**src/rtl/fdiv_pkg.sv**
```systemverilog
package fdiv_pkg;

    // Number of slots in the period-length rotation.
    localparam int unsigned SEQ_STEPS = 3;

    // The high half takes the spare cycle of an odd period.
    function automatic int unsigned hi_part(input int unsigned p);
        return (p + 1) / 2;
    endfunction

    function automatic int unsigned lo_part(input int unsigned p);
        return p / 2;
    endfunction

endpackage

```
**src/rtl/fdiv_seq.sv**
```systemverilog
module fdiv_seq #(
    parameter int unsigned STEPS = 3,
    parameter int unsigned SW    = 2
) (
    input  logic          clk,
    input  logic          rst,
    input  logic          adv,
    output logic [SW-1:0] slot_q
);
    localparam logic [SW-1:0] LAST = SW'(STEPS - 1);

    logic [SW-1:0] slot_d;

    always_comb begin
        slot_d = slot_q;
        if (adv) begin
            slot_d = (slot_q == LAST) ? '0 : slot_q + 1'b1;
        end
    end

    always_ff @(posedge clk) begin
        if (rst) slot_q <= '0;
        else     slot_q <= slot_d;
    end

    // the slot never leaves its range, and it wraps after the last step
    a_r2_slot_range: assert property (@(posedge clk) disable iff (rst)
        slot_q <= LAST);
    a_r2_slot_wrap: assert property (@(posedge clk) disable iff (rst)
        (adv && slot_q == LAST) |=> (slot_q == '0));

endmodule

```
**src/rtl/fdiv_len.sv**
```systemverilog
module fdiv_len
    import fdiv_pkg::*;
#(
    parameter int unsigned LONG_CYC   = 166667,
    parameter int unsigned SHORT_CYC  = 166666,
    parameter int unsigned SHORT_SLOT = 2,
    parameter int unsigned SW         = 2,
    parameter int unsigned CW         = 18
) (
    input  logic [SW-1:0] slot,
    output logic [CW-1:0] hi_m1,
    output logic [CW-1:0] lo_m1
);
    localparam logic [CW-1:0] L_HI = CW'(hi_part(LONG_CYC) - 1);
    localparam logic [CW-1:0] L_LO = CW'(lo_part(LONG_CYC) - 1);
    localparam logic [CW-1:0] S_HI = CW'(hi_part(SHORT_CYC) - 1);
    localparam logic [CW-1:0] S_LO = CW'(lo_part(SHORT_CYC) - 1);

    generate
        if (LONG_CYC == SHORT_CYC) begin : g_integer
            // Degenerate case: the ratio is an integer, so no rotation is needed.
            logic unused_slot;
            assign unused_slot = ^slot;
            assign hi_m1 = L_HI;
            assign lo_m1 = L_LO;
        end else begin : g_fraction
            logic is_short;
            assign is_short = (slot == SW'(SHORT_SLOT));
            assign hi_m1 = is_short ? S_HI : L_HI;
            assign lo_m1 = is_short ? S_LO : L_LO;
        end
    endgenerate

endmodule

```
**src/rtl/fdiv_timer.sv**
```systemverilog
module fdiv_timer #(
    parameter int unsigned CW = 18
) (
    input  logic          clk,
    input  logic          rst,
    input  logic          load,
    input  logic [CW-1:0] load_val,
    output logic          done
);
    logic [CW-1:0] cnt_d, cnt_q;

    always_comb begin
        cnt_d = cnt_q;
        if (load)              cnt_d = load_val;
        else if (cnt_q != '0) cnt_d = cnt_q - 1'b1;
    end

    always_ff @(posedge clk) begin
        if (rst) cnt_q <= '0;
        else     cnt_q <= cnt_d;
    end

    assign done = (cnt_q == '0);

    // between reloads the half-period count steps down by one per cycle
    a_r4_count_step: assert property (@(posedge clk) disable iff (rst)
        (!load && cnt_q != '0) |=> (cnt_q == $past(cnt_q) - 1'b1));

endmodule

```
**src/rtl/fdiv_square.sv**
```systemverilog
module fdiv_square
    import fdiv_pkg::*;
#(
    parameter int unsigned LONG_CYC   = 166667,
    parameter int unsigned SHORT_CYC  = 166666,
    parameter int unsigned SHORT_SLOT = 2
) (
    input  logic clk,
    input  logic rst,
    output logic sq_out,
    output logic period_start
);
    localparam int unsigned MAXP = (LONG_CYC > SHORT_CYC) ? LONG_CYC : SHORT_CYC;
    localparam int unsigned CW   = $clog2(MAXP + 1);
    localparam int unsigned SW   = $clog2(SEQ_STEPS);

    typedef struct packed {
        logic          sq;
        logic          pulse;
        logic [CW-1:0] lo_m1;
    } div_state_t;

    div_state_t    st_d, st_q;
    logic [SW-1:0] slot_q;
    logic [CW-1:0] hi_m1, lo_m1;
    logic          done, load, adv;
    logic [CW-1:0] load_val;

    fdiv_seq #(.STEPS(SEQ_STEPS), .SW(SW)) u_seq (
        .clk    (clk),
        .rst    (rst),
        .adv    (adv),
        .slot_q (slot_q)
    );

    fdiv_len #(
        .LONG_CYC   (LONG_CYC),
        .SHORT_CYC  (SHORT_CYC),
        .SHORT_SLOT (SHORT_SLOT),
        .SW         (SW),
        .CW         (CW)
    ) u_len (
        .slot  (slot_q),
        .hi_m1 (hi_m1),
        .lo_m1 (lo_m1)
    );

    fdiv_timer #(.CW(CW)) u_timer (
        .clk      (clk),
        .rst      (rst),
        .load     (load),
        .load_val (load_val),
        .done     (done)
    );

    always_comb begin
        st_d       = st_q;
        st_d.pulse = 1'b0;
        load       = 1'b0;
        load_val   = '0;
        adv        = 1'b0;
        if (done) begin
            load = 1'b1;
            if (!st_q.sq) begin
                // Low half over (or reset just left): open the next period.
                st_d.sq    = 1'b1;
                st_d.pulse = 1'b1;
                st_d.lo_m1 = lo_m1;
                load_val   = hi_m1;
                adv        = 1'b1;
            end else begin
                st_d.sq  = 1'b0;
                load_val = st_q.lo_m1;
            end
        end
    end

    always_ff @(posedge clk) begin
        if (rst) st_q <= '0;
        else     st_q <= st_d;
    end

    assign sq_out       = st_q.sq;
    assign period_start = st_q.pulse;

    // the marker appears only on a rising cycle, and every rise carries it
    a_r5_pulse_on_rise: assert property (@(posedge clk) disable iff (rst)
        st_q.pulse |-> (st_q.sq && !$past(st_q.sq)));
    a_r5_rise_has_pulse: assert property (@(posedge clk) disable iff (rst)
        $rose(st_q.sq) |-> st_q.pulse);
    // the slot changes only together with a period start
    a_r6_slot_moves_at_start: assert property (@(posedge clk) disable iff (rst)
        (!$past(rst) && slot_q != $past(slot_q)) |-> st_q.pulse);

endmodule

```
**config.mk**
```make
export PLATFORM = sky130hd
export DESIGN_NAME = fdiv_square
export DESIGN_NICKNAME = d
export VERILOG_FILES = /design/src/rtl/fdiv_pkg.sv /design/src/rtl/fdiv_seq.sv /design/src/rtl/fdiv_len.sv /design/src/rtl/fdiv_timer.sv /design/src/rtl/fdiv_square.sv
export SDC_FILE = /design/constraint.sdc
export NUM_CORES = 1
export LEC_CHECK = 0
export CAP_MARGIN = 5
export CORE_MARGIN = 2
export CORE_UTILIZATION = 29
export DETAILED_ROUTE_END_ITERATION = 7
export DONT_BUFFER_PORTS = 1
export GPL_TIMING_DRIVEN = 0
export SYNTH_ARGS = -nofsm -noshare
export SYNTH_HDL_FRONTEND = slang
export SYNTH_SLANG_ARGS = --single-unit
export TNS_END_PERCENT = 30
```
**constraint.sdc**
```tcl
create_clock -name clk -period 3.83 [get_ports clk]
set_clock_uncertainty 0.15 [all_clocks]
set_input_delay 0.1915 -clock clk [delete_from_list [all_inputs] [get_ports clk]]
set_output_delay 0.1915 -clock clk [all_outputs]
set_load 0.005 [all_outputs]
```
* Yosys cells after proc, flatten, opt, wreduce, memory -nomap -nowiden *
Index checks and enable logic that the tools add are counted.

cells by class
  multiply operators = 0
  add/subtract/negate cells = 2
  reduce and logical (&&, ||, !) cells = 5
  divide/modulo/power cells = 0
  magnitude comparators = 0
  mux-type cells = 10
  bitwise logic cells = 2
  equality and inequality tests = 1
  shift operators = 0

operator list
  cell                     count
  $mux W18                 3
  $mux W19                 1
  $logic_not A18 Y1        1
  $reduce_bool A18 Y1      1
  $sub A18 B1 Y18 const B  1
  $mux W17                 1
  $mux W1                  4
  $add A2 B1 Y2 const B    1
  $eq A2 B2 Y1 const B     1
  $mux W2                  1
  $not A1 Y1               2
  $reduce_and A2 Y1        1
  $reduce_bool A2 Y1       1
  $reduce_or A2 Y1         1

storage, ports and cells
  memory bits (writable) = 0
  memories kept = 0
  bits in registers = 23
  memory bits (read-only) = 0
  latch bits = 0
  logic and storage cells = 25

* Longest topological paths before layout *
Gate-level depths: netlist of the first run.

  word-level depth = 5
  depth in mapped cells = 7
  gate-level depth less buffers = 6

* Modules after synthesis *
Synthesis of the first run repeated with hierarchy kept, for this count alone.

second synthesis, totals
  cells, all modules = 299
  area, all modules = 2561.2 sq um

modules (own cells, without submodules)
  module       cells an instance  instances  area each (sq um)
  fdiv_square  128                1          1212.4
  fdiv_timer   125                1          993.5
  fdiv_len     38                 1          276.5
  fdiv_seq     8                  1          78.8

* Worst setup path before layout of the first run *
No wires, ideal clock.

  path kind = reg-to-reg
  from = register u_timer.cnt_q[15]
  to = register u_seq.slot_q[1]
  setup slack = 1673 ps
  period minus slack after synthesis = 2157 ps
  setup time = 71 ps
  path buffers = 0
  cell stages (with the launch flop) = 5
  data arrival time = 1937 ps
  cells stage by stage = dfxtp_1 or4_4 or4_4 or4_1 a21oi_1

between the ends
  longest elaborated chain between the ends = 2

RTL lines
  item                      line               text
  start: declaration        fdiv_timer.sv:10   logic [CW-1:0] cnt_d, cnt_q;
  start signal: assignment  fdiv_timer.sv:20   else cnt_q <= cnt_d;
  $logic_not A18 Y1         fdiv_timer.sv:23   assign done = (cnt_q == '0);
  $mux W1                   fdiv_square.sv:62  if (done) begin
  end signal: assignment    fdiv_seq.sv:23     else slot_q <= slot_d;
  end: declaration          fdiv_seq.sv:8      output logic [SW-1:0] slot_q

Every way passes these cells.
A chain may end at the register's enable or synchronous reset.

* Worst setup path after layout of the first run *
  from = register u_timer.cnt_q[0]
  to = register u_seq.slot_q[1]

Same word-level chain as after synthesis.

==> flow_summary.html, run 1 <==
<table>
<tr><th>Metric</th><th>Value</th></tr>
<tr><th colspan="2">Layout</th></tr>
<tr><td>Share of cells above drive strength 1</td><td>0.09091</td></tr>
<tr><td>Area growth from synthesis to layout</td><td>8.091%</td></tr>
<tr><td>Register cell area after layout</td><td>between 400 and 500 um2</td></tr>
<tr><td>Antenna Cells</td><td>0</td></tr>
<tr><td>Post-layout utilization of the core</td><td>0.3304</td></tr>
<tr><td>Total area of multi-input combinational cells</td><td>544.3 um2</td></tr>
<tr><td>Filler cell count</td><td>365</td></tr>
<tr><td>Nets@finish</td><td>125</td></tr>
<tr><th colspan="2">Routing</th></tr>
<tr><td>Via count</td><td>between 800 and 900</td></tr>
<tr><td>Total iterations of the first detailed-routing run</td><td>4</td></tr>
<tr><td>DRC violations left</td><td>0</td></tr>
<tr><td>Post-route antenna net violation count</td><td>0</td></tr>
<tr><td>Routed length per instance</td><td>around 12 um</td></tr>
<tr><td>Aggregate routed wire length</td><td>2076 um</td></tr>
<tr><td>Number of vias per cell</td><td>5.114</td></tr>
<tr><td>Iter 0 DRT Violations</td><td>between 80 and 90</td></tr>
<tr><th colspan="2">Clock network</th></tr>
<tr><td>TritonCTS clock tree</td><td>built</td></tr>
<tr><td>Clk Tree Root Cell</td><td>sky130_fd_sc_hd__clkbuf_4</td></tr>
<tr><td>TritonCTS sink count</td><td>23</td></tr>
<tr><td>Num CTS Buffers</td><td>3</td></tr>
<tr><td>Hold buffer count at cts</td><td>0</td></tr>
<tr><td>Clock transition at path regs</td><td>0.12 ns</td></tr>
<tr><td>Post-CTS setup repair buffer count</td><td>0</td></tr>
<tr><td>Maximum buffer depth of the clock tree</td><td>2</td></tr>
<tr><td>Number of levels in the clock H-tree</td><td>1</td></tr>
<tr><td>Clock insertion delay at the later pin of the skew report</td><td>approximately 0.31 ns</td></tr>
<tr><td>Cells resized by post-CTS repair</td><td>0</td></tr>
<tr><th colspan="2">Power and ir drop</th></tr>
<tr><td>Power density over the cells</td><td>1011 nW/um2</td></tr>
<tr><td>Sw Ratio</td><td>0.4429</td></tr>
<tr><td>VDD IR max</td><td>0.2044 mV</td></tr>
<tr><td>Combinational power share</td><td>0.518</td></tr>
<tr><td>Part of the total power dissipated in sequential elements</td><td>0.384</td></tr>
<tr><td>Clock Power Share</td><td>0.098</td></tr>
<tr><td>Internal power component</td><td>approximately 0.63 mW</td></tr>
<tr><td>Static power due to leakage</td><td>approximately 0.4 nW</td></tr>
<tr><td>Overall power consumption</td><td>1.132 mW</td></tr>
<tr><td>Net switching component of the power</td><td>0.5013 mW</td></tr>
<tr><th colspan="2">Logic synthesis</th></tr>
<tr><td>Count of unique library cells instantiated by Yosys</td><td>33</td></tr>
<tr><td>Ys flop type</td><td>sky130_fd_sc_hd__dfxtp_1</td></tr>
<tr><td>Post-synthesis async set-or-reset flop share</td><td>0</td></tr>
<tr><td>Number of synthesized flops with an enable pin</td><td>0</td></tr>
<tr><td>Fraction of synthesized cell area taken by the top area cell type</td><td>0.4444</td></tr>
<tr><td>Number of warnings printed during yosys synthesis</td><td>0</td></tr>
<tr><td>Average footprint of a synthesized cell</td><td>8.855 um2</td></tr>
<tr><td>Post-synth top area cell</td><td>sky130_fd_sc_hd__dfxtp_1</td></tr>
<tr><td>Flop and latch count out of synthesis</td><td>23</td></tr>
<tr><td>Area contributors post-synth</td><td>sky130_fd_sc_hd__dfxtp_1 44%, sky130_fd_sc_hd__a21oi_1 6.8%, sky130_fd_sc_hd__nor2_1 5.4%</td></tr>
<tr><td>Synth Instances</td><td>117</td></tr>
<tr><td>Fraction of the yosys area taken by sequential cells</td><td>0.4444</td></tr>
<tr><td>Cell area after technology mapping</td><td>a little over 1000 um2</td></tr>
<tr><td>Synthesized Nets</td><td>120</td></tr>
<tr><th colspan="2">Global route</th></tr>
<tr><td>Vias in the first global route</td><td>880</td></tr>
<tr><td>Wire length of the first global-routing pass</td><td>between 3000 and 4000 um</td></tr>
<tr><td>Overflow after GRT</td><td>0</td></tr>
<tr><td>Initial antenna violation count</td><td>0</td></tr>
<tr><td>Total Routing Usage GR</td><td>0.1217</td></tr>
<tr><td>Largest net degree at the start of global routing</td><td>13</td></tr>
<tr><th colspan="2">Min path</th></tr>
<tr><td>Worst min path class</td><td>input pin to register</td></tr>
<tr><th colspan="2">Floorplanning</th></tr>
<tr><td>Cell Rows</td><td>21</td></tr>
<tr><td>Effective utilization at floorplan</td><td>0.3056</td></tr>
<tr><td>I/O pin total</td><td>4</td></tr>
<tr><td>Area of the die</td><td>roughly 4100 um2</td></tr>
<tr><td>Die Span Y</td><td>63.77 um</td></tr>
<tr><td>X dimension of the die</td><td>about 64 um</td></tr>
<tr><td>Floorplan Core Area</td><td>between 3000 and 4000 um2</td></tr>
<tr><th colspan="2">Timing</th></tr>
<tr><td>Share of the cycle needed by the critical path after routing</td><td>0.6366</td></tr>
<tr><td>Slew Limit Headroom</td><td>0.5333</td></tr>
<tr><td>Hold WS</td><td>0.1092 ns</td></tr>
<tr><td>Peak Freq</td><td>410.1 MHz</td></tr>
<tr><td>Number of setup violations in the final report</td><td>0</td></tr>
<tr><td>Unrepaired setup endpoints after global routing</td><td>no</td></tr>
<tr><td>Final min period</td><td>2.438 ns</td></tr>
<tr><td>Sum of negative setup slack</td><td>0 ns</td></tr>
<tr><td>Transition at the pin with the smallest max-transition slack</td><td>0.6943 ns</td></tr>
<tr><td>Final-report max-slew violation count</td><td>0</td></tr>
<tr><td>Final hold violation count</td><td>0</td></tr>
<tr><th colspan="2">Setup path</th></tr>
<tr><td>Capture point of the critical path</td><td>u_seq.slot_q[1]</td></tr>
<tr><td>Biggest cell delay along the critical path</td><td>0.57 ns</td></tr>
<tr><td>Worst reg2reg path endpoint</td><td>u_seq.slot_q[1]</td></tr>
<tr><td>Type of the worst setup path</td><td>register to register</td></tr>
<tr><td>Element type at the critical path end</td><td>register</td></tr>
<tr><td>Critical Path RT</td><td>3.92 ns</td></tr>
<tr><td>Reg2reg start</td><td>u_timer.cnt_q[0]</td></tr>
<tr><td>Internal reg-to-reg setup slack</td><td>1.39 ns</td></tr>
<tr><td>Worst-path fanout max</td><td>8</td></tr>
<tr><td>Kind of start point of the critical path</td><td>register</td></tr>
<tr><td>Launch point of the worst path</td><td>u_timer.cnt_q[0]</td></tr>
<tr><td>Reg2reg path depth</td><td>6</td></tr>
<tr><td>Slowest CP cell</td><td>sky130_fd_sc_hd__or4_1</td></tr>
<tr><td>Critical path arrival</td><td>2.53 ns</td></tr>
<tr><td>Critical-path cell list</td><td>inv_1, ha_1, nor4b_2, nand2_1, or4_1, a21oi_1</td></tr>
<tr><th colspan="2">Run status</th></tr>
<tr><td>Outcome</td><td>completed</td></tr>
<tr><th colspan="2">Placement</th></tr>
<tr><td>RePlAce Congestion</td><td>0.7494</td></tr>
<tr><td>Input/output buffers</td><td>0</td></tr>
<tr><td>HPWL reported at the end of detailed placement</td><td>1516 um</td></tr>
<tr><th colspan="2">Run</th></tr>
<tr><td>Max-capacitance violation count</td><td>0</td></tr>
</table>
==> synth_stat cells (all sizes together), types with 2 or more instances <==
master	count
dfxtp	23
nor2	15
a21oi	14
or3	7
inv	5
o21ai	5
or4	5
nor4	4
o31ai	4
xnor2	4
xor2	4
nand2	3
nand3	3
nand4	3
nor3	3
buf	2
==> cells by family after synthesis <==
kind of cell | synth area share
AO/OA/AOI/OAI | 0.1522
XOR/XNOR | 0.06763
adder cells (fa/ha/maj) | 0.01208
buffers and inverters | 0.03018
flip-flops | 0.4444
multiplexers | 0.009662
AND/OR/NAND/NOR | 0.2838
==> placed cells by master (no fill, tap or decap), drive strengths merged <==
cell	count
nand3	3
o31ai	4
nor3	3
ha	1
a21oi	14
xnor2	4
a21o	1
or3	7
o21ai	5
xor2	4
nand2	3
nor4	4
nand4	3
inv	5
buf	2
nand3b	1
and2	1
nor4b	1
o41ai	1
a41o	1
nor2	15
clkbuf	5
or4	5
or2b	1
dfxtp	23
a31oi	1
nand4b	1
mux2i	1
or4b	1
==> final cells by class <==
class / instances / share of cell area
Multi-Input combinational cell: 86 / 0.4860
Sequential cell: 23 / 0.4112
Tap cell: 46 / 0.05140
Clock buffer: 4 / 0.02346
Inverter: 5 / 0.01676
Buffer: 3 / 0.01117
==> registers in the layout, summed over array words and instances, names as in the netlist <==
register       flops
u_seq.slot_q       2
period_start       1
u_timer.cnt_q     18
st_q               1
sq_out             1
==> worst min-delay path by stage <==
stage               slack [ns]             start  cells past startpoint                end
CTS                        0.1               rst                      2  u_timer.cnt_q[16]
floorplan                 0.30           st_q[2]                      2            st_q[2]
global route              0.12               rst                      2  u_timer.cnt_q[16]
finish                    0.11               rst                      2  u_timer.cnt_q[16]
global placement          0.32  u_timer.cnt_q[8]                      2   u_timer.cnt_q[8]
detailed placement        0.32  u_timer.cnt_q[8]                      2   u_timer.cnt_q[8]
==> power by group through the flow <==
stage / clock network [mW] / registers, mW / logic [mW]
finish: 0.111 / 0.434 / 0.587
floorplan: 0 / 0.415 / 0.475
global route: 0.126 / 0.454 / 0.677
global placement: 0 / 0.430 / 0.566
CTS: 0.116 / 0.432 / 0.592
detailed placement: 0 / 0.438 / 0.586
==> per-layer routing <==
metal	vias up	GRT usage	wire length, um
li1	436	-	-
met1	410	0.1505	1004
met2	6	0.2053	996
met3	2	0.04225	59
met4	0	0.02446	14
met5	-	0	0
==> worst max-delay path: cells and delay by family, from the launching register on <==
family,cells,cell delay (ns)
AO/OA/AOI/OAI,1,0.18
adder cells (fa/ha/maj),1,0.22
buffers and inverters,1,0.08
flip-flops,1,0.35
AND/OR/NAND/NOR,3,1.39
==> per-stage QoR <==
step | setup WS [ns] | cells | area (um2)
6_report | 1.392 | 167 | 1120
5_1_grt | 1.141 | 167 | 1120
4_1_cts | 1.376 | 167 | 1120
3_5_place_dp | 1.422 | 163 | 1094
3_3_place_gp | 1.477 | 163 | 1094
2_1_floorplan | 1.673 | 117 | 1036
Power figures use the tool's default switching activity.
==> run 2: changes to the inputs <==
- ABC_AREA: not set -> 1
- clock period: 3.83 -> 2.3 ns (I/O delays scaled with it)
==> run 2 against run 1 <==
Net effect:
- sequential power grew 61%
- sequential cell count is the same
- non-clock buffer count shrank 2
- critical path type unchanged
- worst setup slack lost 0.80 ns
- cell count grew 27%
==> flow_summary.html, run 2 <==
<table>
<tr><th>Metric</th><th>Value</th></tr>
<tr><th colspan="2">Run status</th></tr>
<tr><td>Outcome</td><td>completed (unchanged)</td></tr>
<tr><th colspan="2">Run</th></tr>
<tr><td>Max-capacitance violation count</td><td>0 (unchanged)</td></tr>
<tr><th colspan="2">Global route</th></tr>
<tr><td>Total Routing Usage GR</td><td>0.1059 (was 0.1217)</td></tr>
<tr><td>Largest net degree at the start of global routing</td><td>15 (was 13)</td></tr>
<tr><td>Wire length of the first global-routing pass</td><td>3684 um (was 3919 um)</td></tr>
<tr><td>Initial antenna violation count</td><td>0 (unchanged)</td></tr>
<tr><td>Vias in the first global route</td><td>873 (was 880)</td></tr>
<tr><td>Overflow after GRT</td><td>0 (unchanged)</td></tr>
<tr><th colspan="2">Setup path</th></tr>
<tr><td>Kind of start point of the critical path</td><td>register (unchanged)</td></tr>
<tr><td>Critical Path RT</td><td>2.30 ns (was 3.92 ns)</td></tr>
<tr><td>Crit path max-delay family</td><td>simple AND/OR/NAND/NOR gates (unchanged)</td></tr>
<tr><td>Worst-path fanout max</td><td>10 (was 8)</td></tr>
<tr><td>Launch point of the worst path</td><td>u_timer.cnt_q[0] (unchanged)</td></tr>
<tr><td>Type of the worst setup path</td><td>register to register (unchanged)</td></tr>
<tr><td>Critical-path cell list</td><td>inv_1, ha_1, nand2_2, nor2_8, nand3_4, nand2_4, inv_4, nand2_1, nand2_1 (was inv_1, ha_1, nor4b_2, nand2_1, or4_1, a21oi_1)</td></tr>
<tr><td>Slowest CP cell</td><td>sky130_fd_sc_hd__dfxtp_1 (was sky130_fd_sc_hd__or4_1)</td></tr>
<tr><td>Element type at the critical path end</td><td>register (unchanged)</td></tr>
<tr><td>Buffer and inverter count on the worst path</td><td>2 (was 1)</td></tr>
<tr><td>Worst path most repeated cell</td><td>sky130_fd_sc_hd__nand2_1</td></tr>
<tr><td>Reg2reg start</td><td>u_timer.cnt_q[0] (unchanged)</td></tr>
<tr><td>Critical path arrival</td><td>1.70 ns (was 2.53 ns)</td></tr>
<tr><td>Biggest cell delay along the critical path</td><td>0.31 ns (was 0.57 ns)</td></tr>
<tr><th colspan="2">Logic synthesis</th></tr>
<tr><td>Number of warnings printed during yosys synthesis</td><td>0 (unchanged)</td></tr>
<tr><td>Synth Instances</td><td>157 (was 117)</td></tr>
<tr><td>Post-synth top area cell</td><td>sky130_fd_sc_hd__dfxtp_1 (unchanged)</td></tr>
<tr><td>Flop and latch count out of synthesis</td><td>23 (unchanged)</td></tr>
<tr><td>Fraction of the yosys area taken by sequential cells</td><td>0.3927 (was 0.4444)</td></tr>
<tr><td>Most numerous cell in the Yosys netlist</td><td>sky130_fd_sc_hd__nand2_1 (was sky130_fd_sc_hd__dfxtp_1)</td></tr>
<tr><td>Number of synthesized flops with an enable pin</td><td>0 (unchanged)</td></tr>
<tr><td>Cell area after technology mapping</td><td>1172 um2 (was 1036 um2)</td></tr>
<tr><td>Fraction of synthesized cell area taken by the top area cell type</td><td>0.3927 (was 0.4444)</td></tr>
<tr><td>Area contributors post-synth</td><td>sky130_fd_sc_hd__dfxtp_1 39%, sky130_fd_sc_hd__nand2_1 14%, sky130_fd_sc_hd__nor2_1 9.9% (was sky130_fd_sc_hd__dfxtp_1 44%, sky130_fd_sc_hd__a21oi_1 6.8%, sky130_fd_sc_hd__nor2_1 5.4%)</td></tr>
<tr><td>Synthesized Nets</td><td>160 (was 120)</td></tr>
<tr><td>Count of unique library cells instantiated by Yosys</td><td>22 (was 33)</td></tr>
<tr><td>Most frequent cells after synthesis</td><td>43 x sky130_fd_sc_hd__nand2_1, 31 x sky130_fd_sc_hd__nor2_1, 23 x sky130_fd_sc_hd__dfxtp_1 (was 23 x sky130_fd_sc_hd__dfxtp_1, 15 x sky130_fd_sc_hd__nor2_1, 14 x sky130_fd_sc_hd__a21oi_1)</td></tr>
<tr><td>Post-synthesis async set-or-reset flop share</td><td>0 (unchanged)</td></tr>
<tr><td>Average footprint of a synthesized cell</td><td>7.467 um2 (was 8.855 um2)</td></tr>
<tr><td>Ys flop type</td><td>sky130_fd_sc_hd__dfxtp_1 (unchanged)</td></tr>
<tr><th colspan="2">Routing</th></tr>
<tr><td>Aggregate routed wire length</td><td>2051 um (was 2076 um)</td></tr>
<tr><td>Iter 0 DRT Violations</td><td>20 (was 88)</td></tr>
<tr><td>Routed length per instance</td><td>9.675 um (was 12.43 um)</td></tr>
<tr><td>Total iterations of the first detailed-routing run</td><td>4 (unchanged)</td></tr>
<tr><td>Number of vias per cell</td><td>4.217 (was 5.114)</td></tr>
<tr><td>Post-route antenna net violation count</td><td>0 (unchanged)</td></tr>
<tr><td>DRC violations left</td><td>0 (unchanged)</td></tr>
<tr><td>Via count</td><td>894 (was 854)</td></tr>
<tr><th colspan="2">Timing</th></tr>
<tr><td>Transition at the pin with the smallest max-transition slack</td><td>0.4163 ns (was 0.6943 ns)</td></tr>
<tr><td>Final hold violation count</td><td>0 (unchanged)</td></tr>
<tr><td>Number of setup violations in the final report</td><td>0 (unchanged)</td></tr>
<tr><td>Peak Freq</td><td>586.5 MHz (was 410.1 MHz)</td></tr>
<tr><td>Slew Limit Headroom</td><td>0.7214 (was 0.5333)</td></tr>
<tr><td>Unrepaired setup endpoints after global routing</td><td>no (unchanged)</td></tr>
<tr><td>Final-report max-slew violation count</td><td>0 (unchanged)</td></tr>
<tr><td>Sum of negative setup slack</td><td>0 ns (unchanged)</td></tr>
<tr><td>Final min period</td><td>1.705 ns (was 2.438 ns)</td></tr>
<tr><td>Share of the cycle needed by the critical path after routing</td><td>0.7414 (was 0.6366)</td></tr>
<tr><th colspan="2">Clock network</th></tr>
<tr><td>TritonCTS sink count</td><td>23 (unchanged)</td></tr>
<tr><td>Number of levels in the clock H-tree</td><td>1 (unchanged)</td></tr>
<tr><td>TritonCTS clock tree</td><td>built (unchanged)</td></tr>
<tr><td>Num CTS Buffers</td><td>3 (unchanged)</td></tr>
<tr><td>Clock transition at path regs</td><td>0.09 ns (was 0.12 ns)</td></tr>
<tr><td>Clock insertion delay at the later pin of the skew report</td><td>0.27 ns (was 0.31 ns)</td></tr>
<tr><td>Maximum buffer depth of the clock tree</td><td>2 (unchanged)</td></tr>
<tr><td>Clk Tree Root Cell</td><td>sky130_fd_sc_hd__clkbuf_8 (was sky130_fd_sc_hd__clkbuf_4)</td></tr>
<tr><td>Post-CTS setup repair buffer count</td><td>0 (unchanged)</td></tr>
<tr><th colspan="2">Floorplanning</th></tr>
<tr><td>Effective utilization at floorplan</td><td>0.2974 (was 0.3056)</td></tr>
<tr><td>Die Span Y</td><td>67.58 um (was 63.77 um)</td></tr>
<tr><td>Area of the die</td><td>4567 um2 (was 4067 um2)</td></tr>
<tr><td>I/O pin total</td><td>4 (unchanged)</td></tr>
<tr><td>Floorplan Core Area</td><td>3943 um2 (was 3390 um2)</td></tr>
<tr><td>X dimension of the die</td><td>67.58 um (was 63.77 um)</td></tr>
<tr><td>Cell Rows</td><td>23 (was 21)</td></tr>
<tr><th colspan="2">Layout</th></tr>
<tr><td>Commonest cells after routing, fill and taps aside</td><td>43 x sky130_fd_sc_hd__nand2_1, 31 x sky130_fd_sc_hd__nor2_1, 23 x sky130_fd_sc_hd__dfxtp_1 (was 23 x sky130_fd_sc_hd__dfxtp_1, 15 x sky130_fd_sc_hd__nor2_1, 14 x sky130_fd_sc_hd__a21oi_1)</td></tr>
<tr><td>Antenna Cells</td><td>0 (unchanged)</td></tr>
<tr><td>Top register by number of flip-flops</td><td>u_timer.cnt_q (unchanged)</td></tr>
<tr><td>Top flop regs</td><td>u_timer.cnt_q x18, u_seq.slot_q x2 (unchanged)</td></tr>
<tr><td>Share of cells above drive strength 1</td><td>0.1481 (was 0.09091)</td></tr>
<tr><td>Max reg flops</td><td>18 (unchanged)</td></tr>
<tr><td>Post-layout utilization of the core</td><td>0.3282 (was 0.3304)</td></tr>
<tr><td>Nets@finish</td><td>166 (was 125)</td></tr>
<tr><td>Area growth from synthesis to layout</td><td>10.35% (was 8.091%)</td></tr>
<tr><td>Non-Filler Instances</td><td>212 (was 167)</td></tr>
<tr><td>Most common library cell in the layout ignoring fill and taps</td><td>sky130_fd_sc_hd__nand2_1 (was sky130_fd_sc_hd__dfxtp_1)</td></tr>
<tr><th colspan="2">Placement</th></tr>
<tr><td>RePlAce Congestion</td><td>0.7686 (was 0.7494)</td></tr>
<tr><td>HPWL reported at the end of detailed placement</td><td>1545 um (was 1516 um)</td></tr>
<tr><td>Placed Cells incl. Taps</td><td>207 (was 163)</td></tr>
<tr><td>Input/output buffers</td><td>0 (unchanged)</td></tr>
<tr><th colspan="2">Power and ir drop</th></tr>
<tr><td>Static power due to leakage</td><td>0.5913 nW (was 0.3983 nW)</td></tr>
<tr><td>Power density over the cells</td><td>1614 nW/um2 (was 1011 nW/um2)</td></tr>
<tr><td>VDD IR max</td><td>0.6049 mV (was 0.2044 mV)</td></tr>
<tr><th colspan="2">Min path</th></tr>
<tr><td>HP Start</td><td>st_q[2] (was rst)</td></tr>
<tr><td>Worst min path class</td><td>register to register (was input pin to register)</td></tr>
</table>
run 2: cell count changes after synthesis, moves of 4 or more:
cell	change
sky130_fd_sc_hd__a21oi_1	-9
sky130_fd_sc_hd__inv_1	+8
sky130_fd_sc_hd__nand2_1	+40
sky130_fd_sc_hd__nand2_2	+4
sky130_fd_sc_hd__nand3_1	+5
sky130_fd_sc_hd__nor2_1	+16
sky130_fd_sc_hd__nor2_2	+5
sky130_fd_sc_hd__nor2_4	+4
sky130_fd_sc_hd__o21ai_0	-5
sky130_fd_sc_hd__o31ai_1	-4
sky130_fd_sc_hd__or3_1	-6
run 2: per-layer routing:
layer,global-route usage,routed length [um],vias up
li1,-,-,494
met1,0.1363,1044,386
met2,0.1740,916,12
met3,0.03167,76,2
met4,0.02296,12,0
met5,0,0,-
run 2: power by group:
part	internal, mW	switching [mW]
logic	0.425	0.708
clock network	0.123	0.135
registers	0.556	0.143
total	1.10	0.986
run 2: cell type report:
type                       count  area (um2)
clock buffer                   3       41.29
timing repair buffer           1       10.01
sequential                    23       460.4
fill                         408        2649
tap                           50       62.56
multi-input combinational    120       656.9
inverter                      14       55.05
clock inverter                 1       7.507
run 2: path summary, 6_finish.rpt:
check        cells past startpoint  slack [ns]                 to
max                              9        0.59  u_timer.cnt_q[14]
min                              2        0.34            st_q[2]
max reg2reg                      9        0.59  u_timer.cnt_q[14]
min reg2reg                      2        0.34            st_q[2]
run 2: timing repair:
item,in CTS,in global routing
resized for setup,0,0
hold endpoints to repair,8,0
hold buffers,1,0
run 2: cell families after synthesis:
kind of cell    after synthesis  synth area share
simple gates                103            0.4440
flops                        23            0.3927
buf+inv                      14           0.04696
xor+xnor                      9           0.06724
compound gates                7           0.03842
fa+ha+maj                     1           0.01067
run 2: worst min-delay path, delay by kind of cell (launching register included):
family / cells / cell delay [ns]
AO/OA/AOI/OAI: 1 / 0.06
buffers and inverters: 1 / 0.06
flip-flops: 1 / 0.33
run 2: through the flow:
stage,hold WS [ns],area [um2],setup slack [ns],power [mW]
after detailed placement,0.03627,1235,0.6024,1.845
after global placement,0.03559,1235,0.6174,1.836
after CTS,0.3457,1294,0.5860,2.115
final,0.3366,1294,0.5948,2.089
after floorplan,0.03407,1172,0.7925,1.666
after global routing,0.3713,1294,0.4640,2.305
==> run 3: changes to the inputs <==
- ABC_AREA: 1 -> 0
- clock period: 2.3 -> 1.7 ns (I/O delays scaled with it)
==> run 3 against run 2 <==
Net effect:
- the flow now finishes with violations (setup timing)
- critical path type unchanged
- fmax fell by 20%
- critical endpoint is now u_seq.slot_q[1]
- worst hold slack improved by 0.0033 ns
- utilization up 5.8 points
- critical path depth is 5 lower
==> flow_summary.html, run 3 (synthesis gave the netlist of run 1 again) <==
<table>
<tr><th>Metric</th><th>Value</th></tr>
<tr><th colspan="2">Timing</th></tr>
<tr><td>Slew Limit Headroom</td><td>0.6728 (was 0.7214)</td></tr>
<tr><td>Final-report max-slew violation count</td><td>0 (unchanged)</td></tr>
<tr><td>Final hold violation count</td><td>0 (unchanged)</td></tr>
<tr><td>Final min period</td><td>2.120 ns (was 1.705 ns)</td></tr>
<tr><td>Share of the cycle needed by the critical path after routing</td><td>1.247 (was 0.7414)</td></tr>
<tr><td>Peak Freq</td><td>471.7 MHz (was 586.5 MHz)</td></tr>
<tr><td>Hold WS</td><td>0.3399 ns (was 0.3366 ns)</td></tr>
<tr><td>Transition at the pin with the smallest max-transition slack</td><td>0.4908 ns (was 0.4163 ns)</td></tr>
<tr><td>Number of setup violations in the final report</td><td>22 (was 0)</td></tr>
<tr><td>Final setup slack of the worst path</td><td>-0.4200 ns (was 0.5948 ns)</td></tr>
<tr><td>Unrepaired setup endpoints after global routing</td><td>yes (was no)</td></tr>
<tr><th colspan="2">Global route</th></tr>
<tr><td>Largest net degree at the start of global routing</td><td>14 (was 15)</td></tr>
<tr><td>Initial antenna violation count</td><td>0 (unchanged)</td></tr>
<tr><td>Vias in the first global route</td><td>955 (was 873)</td></tr>
<tr><td>Overflow after GRT</td><td>0 (unchanged)</td></tr>
<tr><td>Total Routing Usage GR</td><td>0.1280 (was 0.1059)</td></tr>
<tr><td>Wire length of the first global-routing pass</td><td>4126 um (was 3684 um)</td></tr>
<tr><th colspan="2">Layout</th></tr>
<tr><td>Antenna Cells</td><td>0 (unchanged)</td></tr>
<tr><td>Top flop regs</td><td>u_timer.cnt_q x18, u_seq.slot_q x2 (unchanged)</td></tr>
<tr><td>Share of cells above drive strength 1</td><td>0.3130 (was 0.1481)</td></tr>
<tr><td>Nets@finish</td><td>135 (was 166)</td></tr>
<tr><td>Register cell area after layout</td><td>465.4 um2 (was 460.4 um2)</td></tr>
<tr><td>Max reg flops</td><td>18 (unchanged)</td></tr>
<tr><td>Area growth from synthesis to layout</td><td>26.33% (was 10.35%)</td></tr>
<tr><td>Post-layout utilization of the core</td><td>0.3861 (was 0.3282)</td></tr>
<tr><td>Most common library cell in the layout ignoring fill and taps</td><td>sky130_fd_sc_hd__dfxtp_1 (was sky130_fd_sc_hd__nand2_1)</td></tr>
<tr><td>Total area of multi-input combinational cells</td><td>631.9 um2 (was 656.9 um2)</td></tr>
<tr><td>Filler cell count</td><td>337 (was 408)</td></tr>
<tr><td>Commonest cells after routing, fill and taps aside</td><td>19 x sky130_fd_sc_hd__dfxtp_1, 15 x sky130_fd_sc_hd__nor2_1, 11 x sky130_fd_sc_hd__a21oi_1 (was 43 x sky130_fd_sc_hd__nand2_1, 31 x sky130_fd_sc_hd__nor2_1, 23 x sky130_fd_sc_hd__dfxtp_1)</td></tr>
<tr><td>Top register by number of flip-flops</td><td>u_timer.cnt_q (unchanged)</td></tr>
<tr><th colspan="2">Setup path</th></tr>
<tr><td>Biggest cell delay along the critical path</td><td>0.55 ns (was 0.31 ns)</td></tr>
<tr><td>Element type at the critical path end</td><td>register (unchanged)</td></tr>
<tr><td>Kind of start point of the critical path</td><td>register (unchanged)</td></tr>
<tr><td>Slowest CP cell</td><td>sky130_fd_sc_hd__or4_4 (was sky130_fd_sc_hd__dfxtp_1)</td></tr>
<tr><td>Worst path most repeated cell</td><td>sky130_fd_sc_hd__or4_4 (was sky130_fd_sc_hd__nand2_1)</td></tr>
<tr><td>Critical Path RT</td><td>1.81 ns (was 2.30 ns)</td></tr>
<tr><td>Type of the worst setup path</td><td>register to register (unchanged)</td></tr>
<tr><td>Worst-path fanout max</td><td>5 (was 10)</td></tr>
<tr><td>Critical-path cell list</td><td>or4_4, or4_4, or4_4, a21oi_2 (was inv_1, ha_1, nand2_2, nor2_8, nand3_4, nand2_4, inv_4, nand2_1, nand2_1)</td></tr>
<tr><td>Critical path arrival</td><td>2.23 ns (was 1.70 ns)</td></tr>
<tr><th colspan="2">Clock network</th></tr>
<tr><td>Clock transition at path regs</td><td>0.13 ns (was 0.09 ns)</td></tr>
<tr><td>Clock insertion delay at the later pin of the skew report</td><td>0.31 ns (was 0.27 ns)</td></tr>
<tr><td>Clk Tree Root Cell</td><td>sky130_fd_sc_hd__clkbuf_4 (was sky130_fd_sc_hd__clkbuf_8)</td></tr>
<tr><td>Num CTS Buffers</td><td>3 (unchanged)</td></tr>
<tr><td>TritonCTS sink count</td><td>23 (unchanged)</td></tr>
<tr><td>Number of levels in the clock H-tree</td><td>1 (unchanged)</td></tr>
<tr><td>TritonCTS clock tree</td><td>built (unchanged)</td></tr>
<tr><td>Maximum buffer depth of the clock tree</td><td>2 (unchanged)</td></tr>
<tr><th colspan="2">Run</th></tr>
<tr><td>Max-capacitance violation count</td><td>0 (unchanged)</td></tr>
<tr><th colspan="2">Routing</th></tr>
<tr><td>Aggregate routed wire length</td><td>2180 um (was 2051 um)</td></tr>
<tr><td>Total iterations of the first detailed-routing run</td><td>4 (unchanged)</td></tr>
<tr><td>Routed length per instance</td><td>12.32 um (was 9.675 um)</td></tr>
<tr><td>Number of vias per cell</td><td>5.130 (was 4.217)</td></tr>
<tr><td>Iter 0 DRT Violations</td><td>35 (was 20)</td></tr>
<tr><td>DRC violations left</td><td>0 (unchanged)</td></tr>
<tr><td>Via count</td><td>908 (was 894)</td></tr>
<tr><td>Post-route antenna net violation count</td><td>0 (unchanged)</td></tr>
<tr><th colspan="2">Floorplanning</th></tr>
<tr><td>Die Span Y</td><td>63.77 um (was 67.58 um)</td></tr>
<tr><td>Area of the die</td><td>4067 um2 (was 4567 um2)</td></tr>
<tr><td>Effective utilization at floorplan</td><td>0.3056 (was 0.2974)</td></tr>
<tr><td>I/O pin total</td><td>4 (unchanged)</td></tr>
<tr><td>Cell Rows</td><td>21 (was 23)</td></tr>
<tr><td>X dimension of the die</td><td>63.77 um (was 67.58 um)</td></tr>
<tr><td>Floorplan Core Area</td><td>3390 um2 (was 3943 um2)</td></tr>
<tr><th colspan="2">Placement</th></tr>
<tr><td>HPWL reported at the end of detailed placement</td><td>1490 um (was 1545 um)</td></tr>
<tr><td>Input/output buffers</td><td>0 (unchanged)</td></tr>
<tr><td>Worst slack at placement</td><td>-0.6402 ns (was 0.6024 ns)</td></tr>
<tr><td>RePlAce Congestion</td><td>0.7634 (was 0.7686)</td></tr>
<tr><th colspan="2">Run status</th></tr>
<tr><td>Violated checks</td><td>setup timing</td></tr>
<tr><td>Outcome</td><td>finished with violations (was completed)</td></tr>
<tr><th colspan="2">Min path</th></tr>
<tr><td>Worst min path class</td><td>register to register (unchanged)</td></tr>
</table>
[run 3: changes by cell type in the layout (fill, tap and decap cells not counted), sizes merged, moves of 2 or more]
| cell | change |
|---|---|
| nor3 | +2 |
| or3 | +7 |
| or4 | +5 |
| o21ai | +5 |
| nand3 | -6 |
| a21oi | +9 |
| buf | +11 |
| nand4 | +2 |
| xor2 | -2 |
| inv | -9 |
| nor4 | +3 |
| o31ai | +4 |
| nor2 | -26 |
| nand2 | -45 |
[run 3: cell type report]
class                      instances  share of cell area
inverter                           5             0.01434
clock buffer                       3             0.01721
clock inverter                     1            0.003824
buffer                             3             0.01721
multi-input combinational         86              0.4828
sequential                        23              0.3556
tap                               46             0.04398
timing repair buffer              10             0.06501
[run 3: through the flow]
| stage | cells | TNS, ns | instance area, um2 |
|---|---|---|---|
| global route | 177 | -8.744 | 1309 |
| global placement | 163 | -9.589 | 1101 |
| floorplan | 117 | -3.074 | 1044 |
| detailed placement | 163 | -9.513 | 1101 |
| CTS | 177 | -6.719 | 1284 |
| finish | 177 | -6.986 | 1309 |
[run 3: routing by layer]
metal | wire, um | global-route usage | vias to the layer above
met2 | 1092 | 0.2355 | 7
met5 | 0 | 0 | -
met4 | 20 | 0.03261 | 0
li1 | - | - | 460
met1 | 1004 | 0.1404 | 439
met3 | 63 | 0.04225 | 2
[run 3: repair_timing]
action,in CTS,in global routing
pin swaps,6,2
hold endpoints to repair,1,0
gates resized for setup,17,10
endpoints found under the setup margin,23,23
cloned,1,0
hold buffers,1,0
buffers inserted,8,0
[run 3: critical path, delay by kind of cell (launching register included)]
family / cells / cell delay, ns
and+or+nand+nor: 3 / 1.45
AOI/OAI and AO/OA: 1 / 0.13
DFF: 1 / 0.35
[run 3: path summary, 6_finish.rpt]
path | startpoint | to | slack [ns] | depth (start not counted)
setup reg to reg | u_timer.cnt_q[15] | u_seq.slot_q[1] | -0.42 | 4
hold / removal | u_timer.cnt_q[11] | u_timer.cnt_q[11] | 0.34 | 2
hold reg to reg | u_timer.cnt_q[11] | u_timer.cnt_q[11] | 0.34 | 2
setup / recovery | u_timer.cnt_q[15] | u_seq.slot_q[1] | -0.42 | 4
Power of run 3 is left out: the tool's default activity adds up to more than one toggle a clock period on the data nets, which glitch-free logic cannot reach.
